$ cat src/rtl/frac_div_pkg.sv
package frac_div_pkg;
  localparam int unsigned INT_W  = 8;
  localparam int unsigned FRAC_W = 6;
  localparam int unsigned ACC_W  = FRAC_W + 1;
  localparam int unsigned LEN_W  = INT_W + 1;
  localparam int unsigned MIN_N  = 2;

  typedef struct packed {
    logic              long_p;
    logic [FRAC_W-1:0] acc;
  } phase_t;

  // integer part with the lower bound applied
  function automatic logic [INT_W-1:0] eff_int(input logic [INT_W-1:0] n);
    if (n < INT_W'(MIN_N)) return INT_W'(MIN_N);
    return n;
  endfunction

  // one accumulator step: decides whether the next period is long
  function automatic phase_t step_phase(input logic [FRAC_W-1:0] acc,
                                        input logic [FRAC_W-1:0] num,
                                        input logic [FRAC_W-1:0] den);
    phase_t           r;
    logic [ACC_W-1:0] s;
    s = {1'b0, acc} + {1'b0, num};
    if (den == '0 || num == '0) begin
      r.long_p = 1'b0;
      r.acc    = '0;
    end else if (num >= den) begin
      r.long_p = 1'b1;
      r.acc    = '0;
    end else if (s >= {1'b0, den}) begin
      r.long_p = 1'b1;
      r.acc    = FRAC_W'(s - {1'b0, den});
    end else begin
      r.long_p = 1'b0;
      r.acc    = s[FRAC_W-1:0];
    end
    return r;
  endfunction
endpackage

$ cat src/rtl/frac_src_pick.sv
module frac_src_pick #(
  parameter int unsigned NUM_SRC = 3,
  localparam int unsigned SEL_W  = $clog2(NUM_SRC + 1)
) (
  input  logic [NUM_SRC-1:0] src_tick,
  input  logic [SEL_W-1:0]   src_sel,
  output logic               tick
);
  logic [NUM_SRC-1:0] hit;

  for (genvar i = 0; i < NUM_SRC; i++) begin : g_src
    assign hit[i] = (src_sel == SEL_W'(i + 1)) && src_tick[i];
  end

  assign tick = |hit;
endmodule

$ cat src/rtl/frac_phase.sv
module frac_phase
  import frac_div_pkg::*;
(
  input  logic              clk,
  input  logic              rst_n,
  input  logic              run,
  input  logic              load,
  input  logic              prime,
  input  logic [INT_W-1:0]  div_int,
  input  logic [FRAC_W-1:0] frac_num,
  input  logic [FRAC_W-1:0] frac_den,
  output logic [LEN_W-1:0]  len,
  output logic              clamp_flag
);
  logic [FRAC_W-1:0] acc_q;
  logic [FRAC_W-1:0] acc_base;
  phase_t            nxt;

  assign acc_base = prime ? '0 : acc_q;
  assign nxt      = step_phase(acc_base, frac_num, frac_den);

  always_ff @(posedge clk or negedge rst_n) begin
    if (!rst_n) begin
      acc_q      <= '0;
      len        <= LEN_W'(MIN_N);
      clamp_flag <= 1'b0;
    end else if (!run) begin
      acc_q <= '0;
    end else if (load) begin
      acc_q      <= nxt.acc;
      len        <= {1'b0, eff_int(div_int)} + LEN_W'(nxt.long_p);
      clamp_flag <= (div_int < INT_W'(MIN_N));
    end
  end
endmodule

$ cat src/rtl/frac_period_cnt.sv
module frac_period_cnt
  import frac_div_pkg::*;
(
  input  logic             clk,
  input  logic             rst_n,
  input  logic             run,
  input  logic             tick,
  input  logic [LEN_W-1:0] len,
  output logic             prime,
  output logic             load,
  output logic             pulse
);
  logic [LEN_W-1:0] cnt_q;
  logic             primed_q;
  logic             boundary;

  assign prime    = run && tick && !primed_q;
  assign boundary = run && tick && primed_q && (cnt_q + LEN_W'(1) == len);
  assign load     = prime || boundary;

  always_ff @(posedge clk or negedge rst_n) begin
    if (!rst_n) begin
      cnt_q    <= '0;
      primed_q <= 1'b0;
      pulse    <= 1'b0;
    end else if (!run) begin
      cnt_q    <= '0;
      primed_q <= 1'b0;
      pulse    <= 1'b0;
    end else begin
      pulse <= boundary;
      if (prime) begin
        primed_q <= 1'b1;
        cnt_q    <= LEN_W'(1);
      end else if (boundary) begin
        cnt_q <= '0;
      end else if (tick) begin
        cnt_q <= cnt_q + LEN_W'(1);
      end
    end
  end
endmodule

$ cat src/rtl/frac_clk_div.sv
module frac_clk_div
  import frac_div_pkg::*;
#(
  parameter int unsigned NUM_SRC = 3,
  localparam int unsigned SEL_W  = $clog2(NUM_SRC + 1)
) (
  input  logic               clk,
  input  logic               rst_n,
  input  logic [NUM_SRC-1:0] src_tick,
  input  logic [SEL_W-1:0]   src_sel,
  input  logic               gate_en,
  input  logic [INT_W-1:0]   div_int,
  input  logic [FRAC_W-1:0]  frac_den,
  input  logic [FRAC_W-1:0]  frac_num,
  output logic               pix_en,
  output logic               clamp_flag,
  output logic               gate_sts
);
  logic             run_w;
  logic             tick_w;
  logic             prime_w;
  logic             load_w;
  logic [LEN_W-1:0] len_w;

  assign run_w = gate_en && (src_sel != '0);

  frac_src_pick #(.NUM_SRC(NUM_SRC)) u_pick (
    .src_tick (src_tick),
    .src_sel  (src_sel),
    .tick     (tick_w)
  );

  frac_period_cnt u_cnt (
    .clk   (clk),
    .rst_n (rst_n),
    .run   (run_w),
    .tick  (tick_w),
    .len   (len_w),
    .prime (prime_w),
    .load  (load_w),
    .pulse (pix_en)
  );

  frac_phase u_phase (
    .clk        (clk),
    .rst_n      (rst_n),
    .run        (run_w),
    .load       (load_w),
    .prime      (prime_w),
    .div_int    (div_int),
    .frac_num   (frac_num),
    .frac_den   (frac_den),
    .len        (len_w),
    .clamp_flag (clamp_flag)
  );

  always_ff @(posedge clk or negedge rst_n) begin
    if (!rst_n) gate_sts <= 1'b0;
    else        gate_sts <= gate_en;
  end
endmodule

$ cat config.mk
export PLATFORM = sky130hd
export DESIGN_NAME = frac_clk_div
export DESIGN_NICKNAME = d
export VERILOG_FILES = /design/src/rtl/frac_div_pkg.sv /design/src/rtl/frac_src_pick.sv /design/src/rtl/frac_phase.sv /design/src/rtl/frac_period_cnt.sv /design/src/rtl/frac_clk_div.sv
export SDC_FILE = /design/constraint.sdc
export NUM_CORES = 1
export LEC_CHECK = 0
export BUFFER_PORTS_ARGS = -buffer_cell sky130_fd_sc_hd__buf_2
export CAP_MARGIN = 20
export CORE_MARGIN = 3
export CORE_UTILIZATION = 50
export DETAILED_ROUTE_END_ITERATION = 6
export PLACE_DENSITY = 0.7
export SETUP_SLACK_MARGIN = 0.3
export SYNTH_ARGS = -nofsm -noshare
export SYNTH_HDL_FRONTEND = slang
export SYNTH_HIERARCHICAL = 1
export SYNTH_SLANG_ARGS = --single-unit
$ cat constraint.sdc
create_clock -name clk -period 4.45 [get_ports clk]
set_input_delay 0 -clock clk [delete_from_list [all_inputs] [get_ports clk]]
set_output_delay 0 -clock clk [all_outputs]
set_load 0.01 [all_outputs]
* Yosys cells after proc, flatten, opt, wreduce, memory -nomap -nowiden
Cells that the tools add are included.
Storage, ports and cells: logic and storage cells 57, register bits 28
Cells by class: reductions and logical operators 16, equal/unequal tests 7, mux-type cells 20, order comparisons 3, add/sub/neg operators 4
Operators by type and width (count):
- 2-to-1 mux 9 bit | 4
- 2-to-1 mux 8 bit | 4
- 2-to-1 mux 7 bit | 3
- 2-to-1 mux 6 bit | 3
- logical NOT 6 bit | 2
- adder 8 x 1 -> 9 bit | 1
- adder 9 x 1 -> 9 bit (second input constant) | 1
- equality test 9 bit | 1
- logical AND 1 bit | 8
- < comparator 8 x 2 -> 1 bit (second input constant) | 1
- adder 6 x 6 -> 7 bit | 1
- greater-or-equal comparator 7 x 6 -> 1 bit | 1
- greater-or-equal comparator 6 bit | 1
- 2-to-1 mux 1 bit | 6
- subtractor 6 bit | 1
- equality test 2 bit (second input constant) | 2
- != test 2 bit (second input constant) | 2
- != test 4 bit (second input constant) | 1
- OR reduction 3 bit | 1
- equality test 2 x 1 -> 1 bit (second input constant) | 1
- logical OR 1 bit | 2
- AND reduction 2 bit | 1
- nonzero test 2 bit | 1
- logical NOT 1 bit | 1

* Depth between registers and ports, before layout
Gate-level depths: netlist of the first run.
depth after elaboration 13, mapped depth 20, depth with buffers taken out 20

* Hierarchy
The synthesis of the first run kept the hierarchy.
By module, submodules not included:
- frac_phase | area an instance 1520.2 um^2, times used 1, cells each 164
- frac_period_cnt | area an instance 894.6 um^2, times used 1, cells each 102
- frac_clk_div | area an instance 32.5 um^2, times used 1, cells each 2
- frac_src_pick | area an instance 23.8 um^2, times used 1, cells each 3

* Least setup slack after synthesis of the first run
OpenSTA, ideal clock, no wires.
path kind input to register, from input port src_sel[0], to register u_phase.len[7], path slack 0.957 ns, cell stages on the path 20, library setup time 0.132 ns, arrival time 3.361 ns, data required time 4.318 ns, cell sequence mux2i_1 > mux2i_1 > nand2_1 > nor2_1 > nand2b_1 > inv_1 > ha_1 > a211oi_1 > o21bai_1 > a21oi_1 > xnor2_1 > ha_1 > inv_1 > o2111ai_4 > o31a_1 > ha_1 > o21a_1 > nand2_1 > xor2_1 > o21ai_1
Between the ends: longest elaborated chain between the ends 12, elaborated cells on any way between the ends 22
Ends and longest elaborated chain:
- start, declared | line frac_clk_div.sv:10 | input logic [SEL_W-1:0] src_sel,
- equality test 2 x 1 -> 1 bit or equality test 2 bit (tied branches) | line frac_src_pick.sv:12 | assign hit[i] = (src_sel == SEL_W'(i + 1)) && src_tick[i];
- logical AND 1 bit | line frac_src_pick.sv:12
- OR reduction 3 bit * | line frac_src_pick.sv:15 | assign tick = |hit;
- via tick_w | line frac_clk_div.sv:20 | logic tick_w;
- logical AND 1 bit * (2 in series) | line frac_period_cnt.sv:17 | assign prime = run && tick && !primed_q;
- via prime_w | line frac_clk_div.sv:21 | logic prime_w;
- 2-to-1 mux 6 bit | line frac_phase.sv:19 | assign acc_base = prime ? '0 : acc_q;
- adder 6 x 6 -> 7 bit | line frac_div_pkg.sv:25 | s = {1'b0, acc} + {1'b0, num};
- greater-or-equal comparator 7 x 6 -> 1 bit | line frac_div_pkg.sv:32 | end else if (s >= {1'b0, den}) begin
- 2-to-1 mux 7 bit | line frac_div_pkg.sv:32
- 2-to-1 mux 7 bit | line frac_div_pkg.sv:29 | end else if (num >= den) begin
- 2-to-1 mux 7 bit | line frac_div_pkg.sv:26 | if (den == '0 || num == '0) begin
- adder 8 x 1 -> 9 bit | line frac_phase.sv:31 | len <= {1'b0, eff_int(div_int)} + LEN_W'(nxt.long_p);
- end signal, assigned | line frac_phase.sv:25 | len <= LEN_W'(MIN_N);
- end signal, assigned | line frac_phase.sv:31
- end, declared | line frac_phase.sv:12 | output logic [LEN_W-1:0] len,
Mark *: on every way through the listed nets, which the timed path passes. The rest lies on a longest branch. A chain may end at the register's enable or synchronous reset.

* Final worst setup path of the first run
from register u_cnt.primed_q, to register u_phase.len[5]
Between the ends: longest elaborated chain between the ends 9, elaborated cells on any way between the ends 13
Ends and longest elaborated chain:
- start, declared | line frac_period_cnt.sv:14 | logic primed_q;
- start signal, assigned | line frac_period_cnt.sv:24 | primed_q <= 1'b0;
- start signal, assigned | line frac_period_cnt.sv:28 | primed_q <= 1'b0;
- start signal, assigned | line frac_period_cnt.sv:33 | primed_q <= 1'b1;
- logical NOT 1 bit * | line frac_period_cnt.sv:17
- logical AND 1 bit * | line frac_period_cnt.sv:17
- via prime_w | line frac_clk_div.sv:21
- 2-to-1 mux 6 bit | line frac_phase.sv:19
- adder 6 x 6 -> 7 bit | line frac_div_pkg.sv:25
- greater-or-equal comparator 7 x 6 -> 1 bit | line frac_div_pkg.sv:32
- 2-to-1 mux 7 bit | line frac_div_pkg.sv:32
- 2-to-1 mux 7 bit | line frac_div_pkg.sv:29
- 2-to-1 mux 7 bit | line frac_div_pkg.sv:26
- adder 8 x 1 -> 9 bit | line frac_phase.sv:31
Marks and branches as above.

==> run metrics, run 1 <==
hold crit path type=input pin to flop; routability cong.=0.850; Hold Violations, Final=0; TritonCTS buffer count=3; final setup fails=0; Die Wd=76.3 um; global routing met1 resource utilization=0.278; WL/cell=14.6 um; adder-cell share of the synthesized area=0.123; Post-Synth XOR/XNOR Area=0.0805; status=finished clean; most frequent cells after synthesis=27 x dfrtp_1, 25 x nand2_1, 21 x ha_1; CTS Sinks=28; Syn. warnings=6; post-synthesis cell type count=57; EDFF count, synth=0; Max Root-Sink Buffers=2; postcts setup bufs=0; crit path max fanout=7; cells along the critical path=nor2_4 > nand2b_1 > inv_1 > ha_1 > a211oi_1 > o21bai_1 > a21oi_1 > xnor2_1 > ha_1 > inv_1 > o2111ai_4 > o31a_1 > ha_1 > o21a_1 > nand2_1 > xor2_1 > o21ai_1; initial antenna violation count=0; DR DRC count=0; Crit path required time=4.60 ns; first-pass GRT wire length=9220 um; post-synthesis mux area share=0.0633; Slew headroom=0.538; worst skew pair latency=0.28 ns; # fillers=441; # IOs=31; Fmax=269 MHz; top cell type's share of synthesized area=0.273; GRT Residual Overflow=0; post-layout minimum cycle time=3.71 ns; final period utilization=0.834; Clk Tree Root Cell=clkbuf_8; Syn Std Cell Area=2470 um^2; register area share after synthesis=0.284; most used routing layer=met2; largest net degree at the start of global routing=29; Post-synth ARST share=1.00; DR vias=2,053; ys flop type=dfrtp_1; Mapped Avg Cell Area=9.12 um^2; cells after synthesis=271; Synth area leaders=dfrtp_1 27%, ha_1 11%, mux2i_1 4.1%; arrival time worst endpoint=3.86 ns; met2 usage=0.297; Die Footprint=5820 um^2; Worst-path clk slew=0.10 ns; CTS tree=built; clock skew=0.00889 ns; share of layout cells above drive strength 1=0.163; Crit Path Class=flop to flop; IO buf count=30; H-tree depth=1; Fin Hold WS=0.0650 ns; Slowest-stage cell, CP=dfrtp_1; Fin Setup TNS=0 ns; 1st-pass router iterations=4; VDD IR max=0.000202 V; cell seen most often among critical-path stages=ha_1; Worst setup SP type=flop; area grow syn2layout=11.9%; RSZ-0062 raised after global routing=false; Cell Rows=24; complex-gate fraction of the synthesized area=0.200; Tot GR Track Use=0.188; Leakage=1.27 nW; most frequent cell after synthesis=dfrtp_1; chip height=76.3 um; max-slew violations=0; largest family of logic cells by synthesized area=simple AND/OR/NAND/NOR gates; simple-gate share of the synthesized area=0.206; Syn Nets=322; vias in the first global route=1,941; Design Power=0.000748 W; pwr dens=270 nW/um^2; CP peak stage delay=0.45 ns; number of diodes=0; Worst Tran Pin Value=0.691 ns; starting density of the core=0.541; initial DRC count=87; Max-cap violations=0; hpwl dp=4270 um; vias per cell=5.62; core area=4560 um^2; largest area contributor in the netlist=dfrtp_1; M3 GR Usage=0.0284; drt total wl=5350 um; Final #Nets=352; Post-DRT Antenna Nets=0; Setup crit end kind=flop; post-synthesis register bit count=28
==> where the power goes <==
| part | total, W | switching [W] | internal [W] |
|---|---|---|---|
| combinational | 0.000233 | 0.000124 | 0.000110 |
| sequential | 0.000313 | 0.0000274 | 0.000285 |
| clock | 0.000202 | 0.0000817 | 0.000121 |
| total | 0.000748 | 0.000233 | 0.000516 |
==> path summary, 6_finish.rpt <==
check	start	end	slack, ns	depth (start not counted)
setup / recovery	u_cnt/primed_q	u_phase/len[5]	0.74	17
hold / removal	div_int[6]	u_phase/len[6]	0.06	3
setup reg to reg	u_cnt/primed_q	u_phase/len[5]	0.74	17
hold reg to reg	u_phase/acc_q[2]	u_phase/acc_q[2]	0.50	2
max in group asynchronous	rst_n	u_phase/len[5]	3.77	2
min in group asynchronous	rst_n	gate_sts	0.27	2
==> through the flow <==
stage	utilization	cell area [um^2]	worst slack, ns	cells
CTS	0.604	2760	0.531	365
floorplan	-	2470	0.957	271
finish	0.606	2770	0.739	365
global route	0.606	2770	0.373	365
global placement	0.582	2660	0.512	358
detailed placement	0.582	2660	0.343	358
==> kinds of logic (layout without fill, tap and decap cells) <==
kind of cell	after synthesis	after routing
DFF	28	28
adders and majority gates	23	23
and+or+nand+nor	91	91
muxes	15	15
buffers and inverters	24	53
AOI/OAI and AO/OA	69	69
xor gates and xnor gates	21	21
==> area by class of cell <==
class | instances | area (um^2) | area share
Timing Repair Buffer | 34 | 188 | 0.0678
Sequential cell | 28 | 702 | 0.254
Multi-Input combinational cell | 219 | 1670 | 0.603
Clock inverter | 1 | 30.0 | 0.0109
Inverter | 15 | 56.3 | 0.0204
Tap cell | 65 | 81.3 | 0.0294
Clock buffer | 3 | 41.3 | 0.0149
==> layer usage <==
layer	routed length, um	part of all wire
met5	0	0
met4	28	0.0052
met3	143	0.027
met2	2360	0.44
met1	2820	0.53
==> flip-flops by register name, summed over array words and instances (netlist names) <==
name	count
u_phase/clamp_flag	1
u_cnt/pulse	1
gate_sts	1
u_cnt/primed_q	1
u_phase/acc_q	6
u_cnt/cnt_q	9
u_phase/len	9
==> layout by cell type (no fill, tap or decap), types with 3 or more instances in the layout <==
master,n
nand2b_1,3
o211ai_1,4
xnor2_1,10
dlygate4sd3_1,3
mux2i_1,10
clkbuf_8,3
o31ai_1,3
nor2b_1,12
o31a_1,3
a22o_1,5
nand2_1,25
xor2_1,10
a21oi_1,12
nand3_1,11
o21ai_1,6
a21o_1,4
buf_2,30
nor2_1,6
ha_1,21
mux2_2,3
nor3_1,4
and3_1,5
a31oi_1,6
dfrtp_1,27
nand4_1,9
o21a_1,5
inv_1,15
o21ai_0,8
a211oi_1,3
==> worst max-delay path: cells and delay by family (launching register included) <==
| kind | cells | cell delay (ns) |
|---|---|---|
| and+or+nand+nor | 3 | 0.48 |
| xor gates and xnor gates | 2 | 0.32 |
| adders and majority gates | 3 | 0.79 |
| DFF | 1 | 0.45 |
| AOI/OAI and AO/OA | 7 | 1.30 |
| buffers and inverters | 2 | 0.24 |
==> timing repair <==
item | in CTS | in global routing
gates resized for setup | 0 | 2
endpoints found under the hold margin | 29 | 0
hold buffers | 3 | 0
setup endpoints to repair | 0 | 7
(Power assumes the default switching activity.)
==> run 2, diff against run 1 <==
Settings changed: ABC_AREA set to 1.
Clock period 4.45 ns to 3.65 ns, I/O delays scaled along.
==> run 2 against run 1 <==
Effect of this change:
- sequential share of layout area decreased by 4.4 points
- worst hold slack got worse by 0.060 ns
- die area increased by 9.4%
- highest routed layer unchanged
==> run metrics, run 2 <==
status=finished clean (unchanged); Fmax=297 MHz (was 269 MHz); combinational cell fraction of total power=0.394 (was 0.312); Final #Nets=503 (was 352); register area share after synthesis=0.258 (was 0.284); Die Wd=79.8 um (was 76.3 um); Design Power=0.000938 W (was 0.000748 W); Crit path required time=3.82 ns (was 4.60 ns); R2R cell count=24 (was 17); Seq pwr share=0.403 (was 0.418); arrival time worst endpoint=3.53 ns (was 3.86 ns); Cell Rows=26 (was 24); starting density of the core=0.527 (was 0.541); top cell type's share of synthesized area=0.248 (was 0.273); largest area contributor in the netlist=dfrtp_1 (unchanged); Syn. warnings=6 (unchanged); H-tree depth=1 (unchanged); routability cong.=0.930 (was 0.850); Worst Tran Pin Value=0.646 ns (was 0.691 ns); Slew headroom=0.568 (was 0.538); cells after synthesis=399 (was 271); post-synthesis register bit count=28 (unchanged); crit path max fanout=6 (was 7); most frequent cell after synthesis=nand2_1 (was dfrtp_1); WL/cell=12.1 um (was 14.6 um); drt total wl=6290 um (was 5350 um); most frequent cells in the layout=117 x nand2_1, 60 x inv_1, 36 x nand3_1 (was 30 x buf_2, 27 x dfrtp_1, 25 x nand2_1); initial DRC count=170 (was 87); pwr dens=281 nW/um^2 (was 270 nW/um^2); share of layout cells above drive strength 1=0.290 (was 0.163); internal power=0.000613 W (was 0.000516 W); max-slew violations=0 (unchanged); core area=5170 um^2 (was 4560 um^2); DR vias=2,577 (was 2,053); RSZ-0062 raised after global routing=true (was false); Worst setup SP type=flop (unchanged); Die Footprint=6370 um^2 (was 5820 um^2); Fin Setup TNS=0 ns (unchanged); Syn Std Cell Area=2720 um^2 (was 2470 um^2); TritonCTS buffer count=3 (unchanged); vias per cell=4.95 (was 5.62); Reg area=702 um^2 (unchanged); # IOs=31 (unchanged); Multi-input gate area=1920 um^2 (was 1670 um^2); Syn Nets=450 (was 322); Final Util=0.647 (was 0.606); Mapped Avg Cell Area=6.83 um^2 (was 9.12 um^2); post-route cell area=3340 um^2 (was 2770 um^2); Leakage=1.76 nW (was 1.27 nW); hold depth=3 (unchanged); GRT Residual Overflow=0 (unchanged); commonest non-fill, non-tap cell in the layout=nand2_1 (was buf_2); largest net degree at the start of global routing=29 (unchanged); Synth area leaders=dfrtp_1 25%, nand2_1 17%, ha_1 9.6% (was dfrtp_1 27%, ha_1 11%, mux2i_1 4.1%); Max Root-Sink Buffers=2 (unchanged); initial antenna violation count=0 (unchanged); DR DRC count=0 (unchanged); CTS Sinks=28 (unchanged); Clk Tree Root Cell=clkbuf_8 (unchanged); 1st-pass router iterations=4 (unchanged); hold crit path type=input pin to flop (unchanged); switch share=0.347 (was 0.311); Post-synth ARST share=1.00 (unchanged); IO buf count=30 (unchanged); clock skew=0.00313 ns (was 0.00889 ns); EDFF count, synth=0 (unchanged); Crit Path Class=flop to flop (unchanged); DP Area=2990 um^2 (was 2660 um^2); final setup fails=0 (unchanged); final period utilization=0.921 (was 0.834); clock group share of total power=0.203 (was 0.270); Worst-path clk slew=0.09 ns (was 0.10 ns); area grow syn2layout=22.8% (was 11.9%); Post-DRT Antenna Nets=0 (unchanged); Hold Violations, Final=0 (unchanged); post-synthesis cell type count=34 (was 57); Setup crit end kind=flop (unchanged); top flop regs=u_cnt/cnt_q: 9 flops, u_phase/len: 9 flops, u_phase/acc_q: 6 flops (unchanged); VDD IR max=0.000158 V (was 0.000202 V); chip height=79.8 um (was 76.3 um); Max-cap violations=0 (unchanged); worst skew pair latency=0.27 ns (was 0.28 ns); vias in the first global route=2,332 (was 1,941); CTS tree=built (unchanged); # fillers=467 (was 441); first-pass GRT wire length=10,200 um (was 9220 um); sw power=0.000325 W (was 0.000233 W); post-layout minimum cycle time=3.36 ns (was 3.71 ns); Tot GR Track Use=0.197 (was 0.188); most frequent cells after synthesis=120 x nand2_1, 67 x inv_1, 38 x nand3_1 (was 27 x dfrtp_1, 25 x nand2_1, 21 x ha_1); number of diodes=0 (unchanged); hpwl dp=4780 um (was 4270 um); ys flop type=dfrtp_1 (unchanged)
[run 2: changes by cell type in the layout (fill, tap and decap cells not counted), moves of 8 or more]
cell,change
buf_4,+16
nor2b_1,-12
ha_4,+9
nand3_1,+25
inv_1,+45
mux2i_1,-10
nor2_2,+8
nor2_1,+20
nand2_1,+92
ha_1,-11
nand2_2,+21
nand3_2,+12
[run 2: kinds of logic (layout without fill, tap and decap cells)]
| kind of cell | after synthesis | in the layout | share of synthesized area |
|---|---|---|---|
| adders and majority gates | 23 | 23 | 0.111 |
| AOI/OAI and AO/OA | 25 | 25 | 0.0625 |
| DFF | 28 | 28 | 0.258 |
| xor gates and xnor gates | 9 | 9 | 0.0289 |
| buffers and inverters | 71 | 123 | 0.103 |
| and+or+nand+nor | 243 | 243 | 0.436 |
[run 2: final cells by class]
class,instances,share of cell area
multi-input cells,300,0.575
flip-flops and latches,28,0.210
clock buffers,4,0.0165
well taps,70,0.0262
inverters,68,0.0771
repair buffers,51,0.0958
[run 2: power by group through the flow]
stage               Combinational, W  Sequential [W]  Clock (W)
global route                0.000420        0.000385   0.000209
CTS                         0.000318        0.000378   0.000197
floorplan                   0.000225        0.000375          0
detailed placement          0.000300        0.000383          0
finish                      0.000370        0.000378   0.000190
global placement            0.000295        0.000382          0
[run 2: path summary, 6_finish.rpt]
path | start | endpoint | slack [ns]
min in group asynchronous | rst_n | u_cnt/primed_q | 0.26
worst min-delay path | div_int[7] | u_phase/len[8] | 0.005
worst max-delay path | u_cnt/primed_q | u_phase/len[7] | 0.29
max in group asynchronous | rst_n | u_phase/len[8] | 3.00
worst max register to register | u_cnt/primed_q | u_phase/len[7] | 0.29
worst min register to register | u_phase/clamp_flag | u_phase/clamp_flag | 0.49
[run 2: stage by stage]
stage / std cells / setup WS, ns / hold WS, ns
2_1_floorplan: 399 / 0.321 / -0.296
3_3_place_gp: 503 / 0.123 / 0.0410
3_5_place_dp: 503 / 0.0469 / 0.0491
4_1_cts: 512 / 0.304 / 0.00771
5_1_grt: 521 / 0.0898 / 0.0204
6_report: 521 / 0.287 / 0.00482
[run 2: critical path, stage by stage, from the launching register on]
cell and delay, ns:
dfrtp_1 0.40, nor2_4 0.07, nor2_2 0.12, ha_2 0.20
inv_2 0.04, fa_2 0.39, inv_2 0.08, nand3_2 0.07
nand2_1 0.06, nand2_1 0.07, nand2_2 0.10, inv_2 0.05
ha_4 0.25, a21oi_4 0.19, o21bai_4 0.08, nor2_4 0.13
nand2_4 0.09, o21ai_2 0.15, inv_2 0.07, ha_2 0.19
nand4_2 0.12, nor2_2 0.05, nand3_1 0.07, xor2_1 0.15
o21ai_1 0.07
[run 2: layer usage]
metal  vias to the layer above  global-route usage  wire (um)
met3                         6              0.0147        241
met1                      1152               0.288       3150
met2                        53               0.318       2840
met4                         0              0.0389         56
li1                       1366                   -          -
met5                         -                   0          0
[run 2: timing repair]
action / in CTS / in global routing
pin swaps: 7 / 30
hold endpoints to repair: 28 / 0
setup buffers: 3 / 9
gates resized for setup: 10 / 30
hold buffers: 2 / 0
cloned: 0 / 0
endpoints found under the setup margin: 6 / 8
==> run 3, diff against run 2 <==
Settings changed: BUFFER_PORTS_ARGS -buffer_cell sky130_fd_sc_hd__buf_2 to -buffer_cell sky130_fd_sc_hd__clkbuf_2, CORE_UTILIZATION 50 to 59, PLACE_DENSITY 0.7 to 0.8.
==> run 3 against run 2 <==
Effect of this change:
- clock skew hardly changed
- cell count is 1.5% lower
- worst setup slack better by 0.089 ns
==> run metrics, run 3 (same netlist as run 2, synthesis figures left out) <==
max-slew violations=0 (unchanged); crit path max fanout=5 (was 6); clock group share of total power=0.196 (was 0.203); vias per cell=5.44 (was 4.95); Crit path required time=3.85 ns (was 3.82 ns); core area=4410 um^2 (was 5170 um^2); Tot GR Track Use=0.238 (was 0.197); Die Footprint=5470 um^2 (was 6370 um^2); area grow syn2layout=25.7% (was 22.8%); worst skew pair latency=0.27 ns (about the same); Worst setup SP type=flop (unchanged); Fin Setup TNS=0 ns (unchanged); RSZ-0062 raised after global routing=true (unchanged); hpwl dp=4680 um (was 4780 um); # IOs=31 (unchanged); starting density of the core=0.617 (was 0.527); H-tree depth=1 (unchanged); post-layout minimum cycle time=3.27 ns (was 3.36 ns); Final #Nets=513 (was 503); share of layout cells above drive strength 1=0.312 (was 0.290); number of diodes=0 (unchanged); final period utilization=0.897 (was 0.921); Hold Violations, Final=0 (unchanged); Fmax=305 MHz (was 297 MHz); Final Util=0.776 (was 0.647); TritonCTS buffer count=3 (unchanged); CTS tree=built (unchanged); initial antenna violation count=0 (unchanged); DR vias=2,790 (was 2,577); Design Power=0.000973 W (was 0.000938 W); vias in the first global route=2,321 (was 2,332); clock skew=0.00275 ns (was 0.00313 ns); drt total wl=7170 um (was 6290 um); Placed Cells incl. Taps=485 (was 503); DP Area=2970 um^2 (was 2990 um^2); pwr dens=284 nW/um^2 (was 281 nW/um^2); VDD IR max=0.000193 V (was 0.000158 V); final setup fails=0 (unchanged); Max Root-Sink Buffers=2 (unchanged); top flop regs=u_cnt/cnt_q: 9 flops, u_phase/len: 9 flops, u_phase/acc_q: 6 flops (unchanged); Final Instance Count excl. Fillers=513 (was 521); sw power=0.000345 W (was 0.000325 W); switch share=0.355 (was 0.347); internal power=0.000628 W (was 0.000613 W); IO buf count=30 (unchanged); Max-cap violations=0 (unchanged); Crit Path Class=flop to flop (unchanged); commonest non-fill, non-tap cell in the layout=nand2_1 (unchanged); initial DRC count=199 (was 170); WL/cell=14.0 um (was 12.1 um); Multi-input gate area=1950 um^2 (was 1920 um^2); chip height=73.9 um (was 79.8 um); first-pass GRT wire length=10,200 um (about the same); # fillers=317 (was 467); Reg area=702 um^2 (unchanged); CTS Sinks=28 (unchanged); GRT Residual Overflow=0 (unchanged); Setup crit end kind=flop (unchanged); most frequent cells in the layout=114 x nand2_1, 59 x inv_1, 34 x nand3_1 (was 117 x nand2_1, 60 x inv_1, 36 x nand3_1); Worst-path clk slew=0.09 ns (about the same); Leakage=1.82 nW (was 1.76 nW); status=finished clean (unchanged); arrival time worst endpoint=3.48 ns (was 3.53 ns); DR DRC count=0 (unchanged); post-route cell area=3420 um^2 (was 3340 um^2); 1st-pass router iterations=7 (was 4); Die Wd=73.9 um (was 79.8 um); Post-DRT Antenna Nets=0 (unchanged); combinational cell fraction of total power=0.415 (was 0.394); largest net degree at the start of global routing=29 (unchanged); Cell Rows=24 (was 26); Seq pwr share=0.389 (was 0.403); hold crit path type=input pin to flop (unchanged); routability cong.=0.884 (was 0.930); Slew headroom=0.554 (was 0.568); Clk Tree Root Cell=clkbuf_8 (unchanged); Worst Tran Pin Value=0.670 ns (was 0.646 ns)
-- run 3: cell types whose count changed in the layout (fill, tap and decap cells not counted), moves of 3 or more --
cell and change:
clkbuf_2 +30, buf_2 -30, buf_4 +10, nand2_1 -3
-- run 3: layout make-up --
cell class / instances / area share
repair buffers: 61 / 0.115
clock buffers: 4 / 0.0161
inverters: 68 / 0.0753
multi-input cells: 300 / 0.569
flip-flops and latches: 28 / 0.205
well taps: 52 / 0.0190
-- run 3: power by group through the flow --
stage          logic [W]  registers (W)  clock network, W
4_1_cts         0.000331       0.000379          0.000191
3_5_place_dp    0.000301       0.000384                 0
6_report        0.000403       0.000379          0.000191
5_1_grt         0.000443       0.000385          0.000204
3_3_place_gp    0.000292       0.000382                 0
2_1_floorplan   0.000225       0.000375                 0
-- run 3: through the flow --
stage	hold slack (ns)	setup WS (ns)
after floorplan	-0.296	0.321
after global placement	0.0653	0.126
after detailed placement	0.0649	0.0265
after CTS	0.0102	0.300
after global routing	0.0549	0.202
final	0.0387	0.375
-- run 3: repair_timing --
action	4_1_cts	5_1_grt
hold buffers	2	0
resized for setup	19	29
setup buffers	9	13
setup endpoints to repair	6	6
pin swaps	19	23
hold endpoints to repair	28	0
-- run 3: path summary, 6_finish.rpt --
check | cells after the start | to | startpoint | slack (ns)
worst max-delay path | 21 | u_phase/len[7] | u_cnt/primed_q | 0.38
min in group asynchronous | 2 | u_cnt/pulse | rst_n | 0.29
worst min register to register | 2 | u_phase/acc_q[1] | u_phase/acc_q[1] | 0.49
max in group asynchronous | 2 | u_phase/len[8] | rst_n | 2.93
worst max register to register | 21 | u_phase/len[7] | u_cnt/primed_q | 0.38
worst min-delay path | 3 | u_phase/len[8] | div_int[6] | 0.04
-- run 3: worst max-delay path, cell delays in order (launching register included) --
cell and delay [ns]:
dfrtp_1 0.41, nor2_4 0.07, buf_6 0.12, nor2_1 0.22
ha_4 0.27, a21oi_1 0.27, nand4_1 0.16, nand2_2 0.14
inv_2 0.06, ha_4 0.28, inv_4 0.04, o21bai_4 0.14
nor2_4 0.07, nand2_4 0.06, o21ai_2 0.05, inv_2 0.10
ha_4 0.16, nand4_4 0.09, nor2_4 0.14, nand3_2 0.07
xor2_1 0.14, o21ai_1 0.13
-- run 3: metal layers --
layer | routed length [um] | GRT usage | up-vias
met5 | 0 | 0 | -
met1 | 3140 | 0.354 | 1271
li1 | - | - | 1379
met3 | 486 | 0.0230 | 15
met2 | 3410 | 0.374 | 125
met4 | 133 | 0.0523 | 0
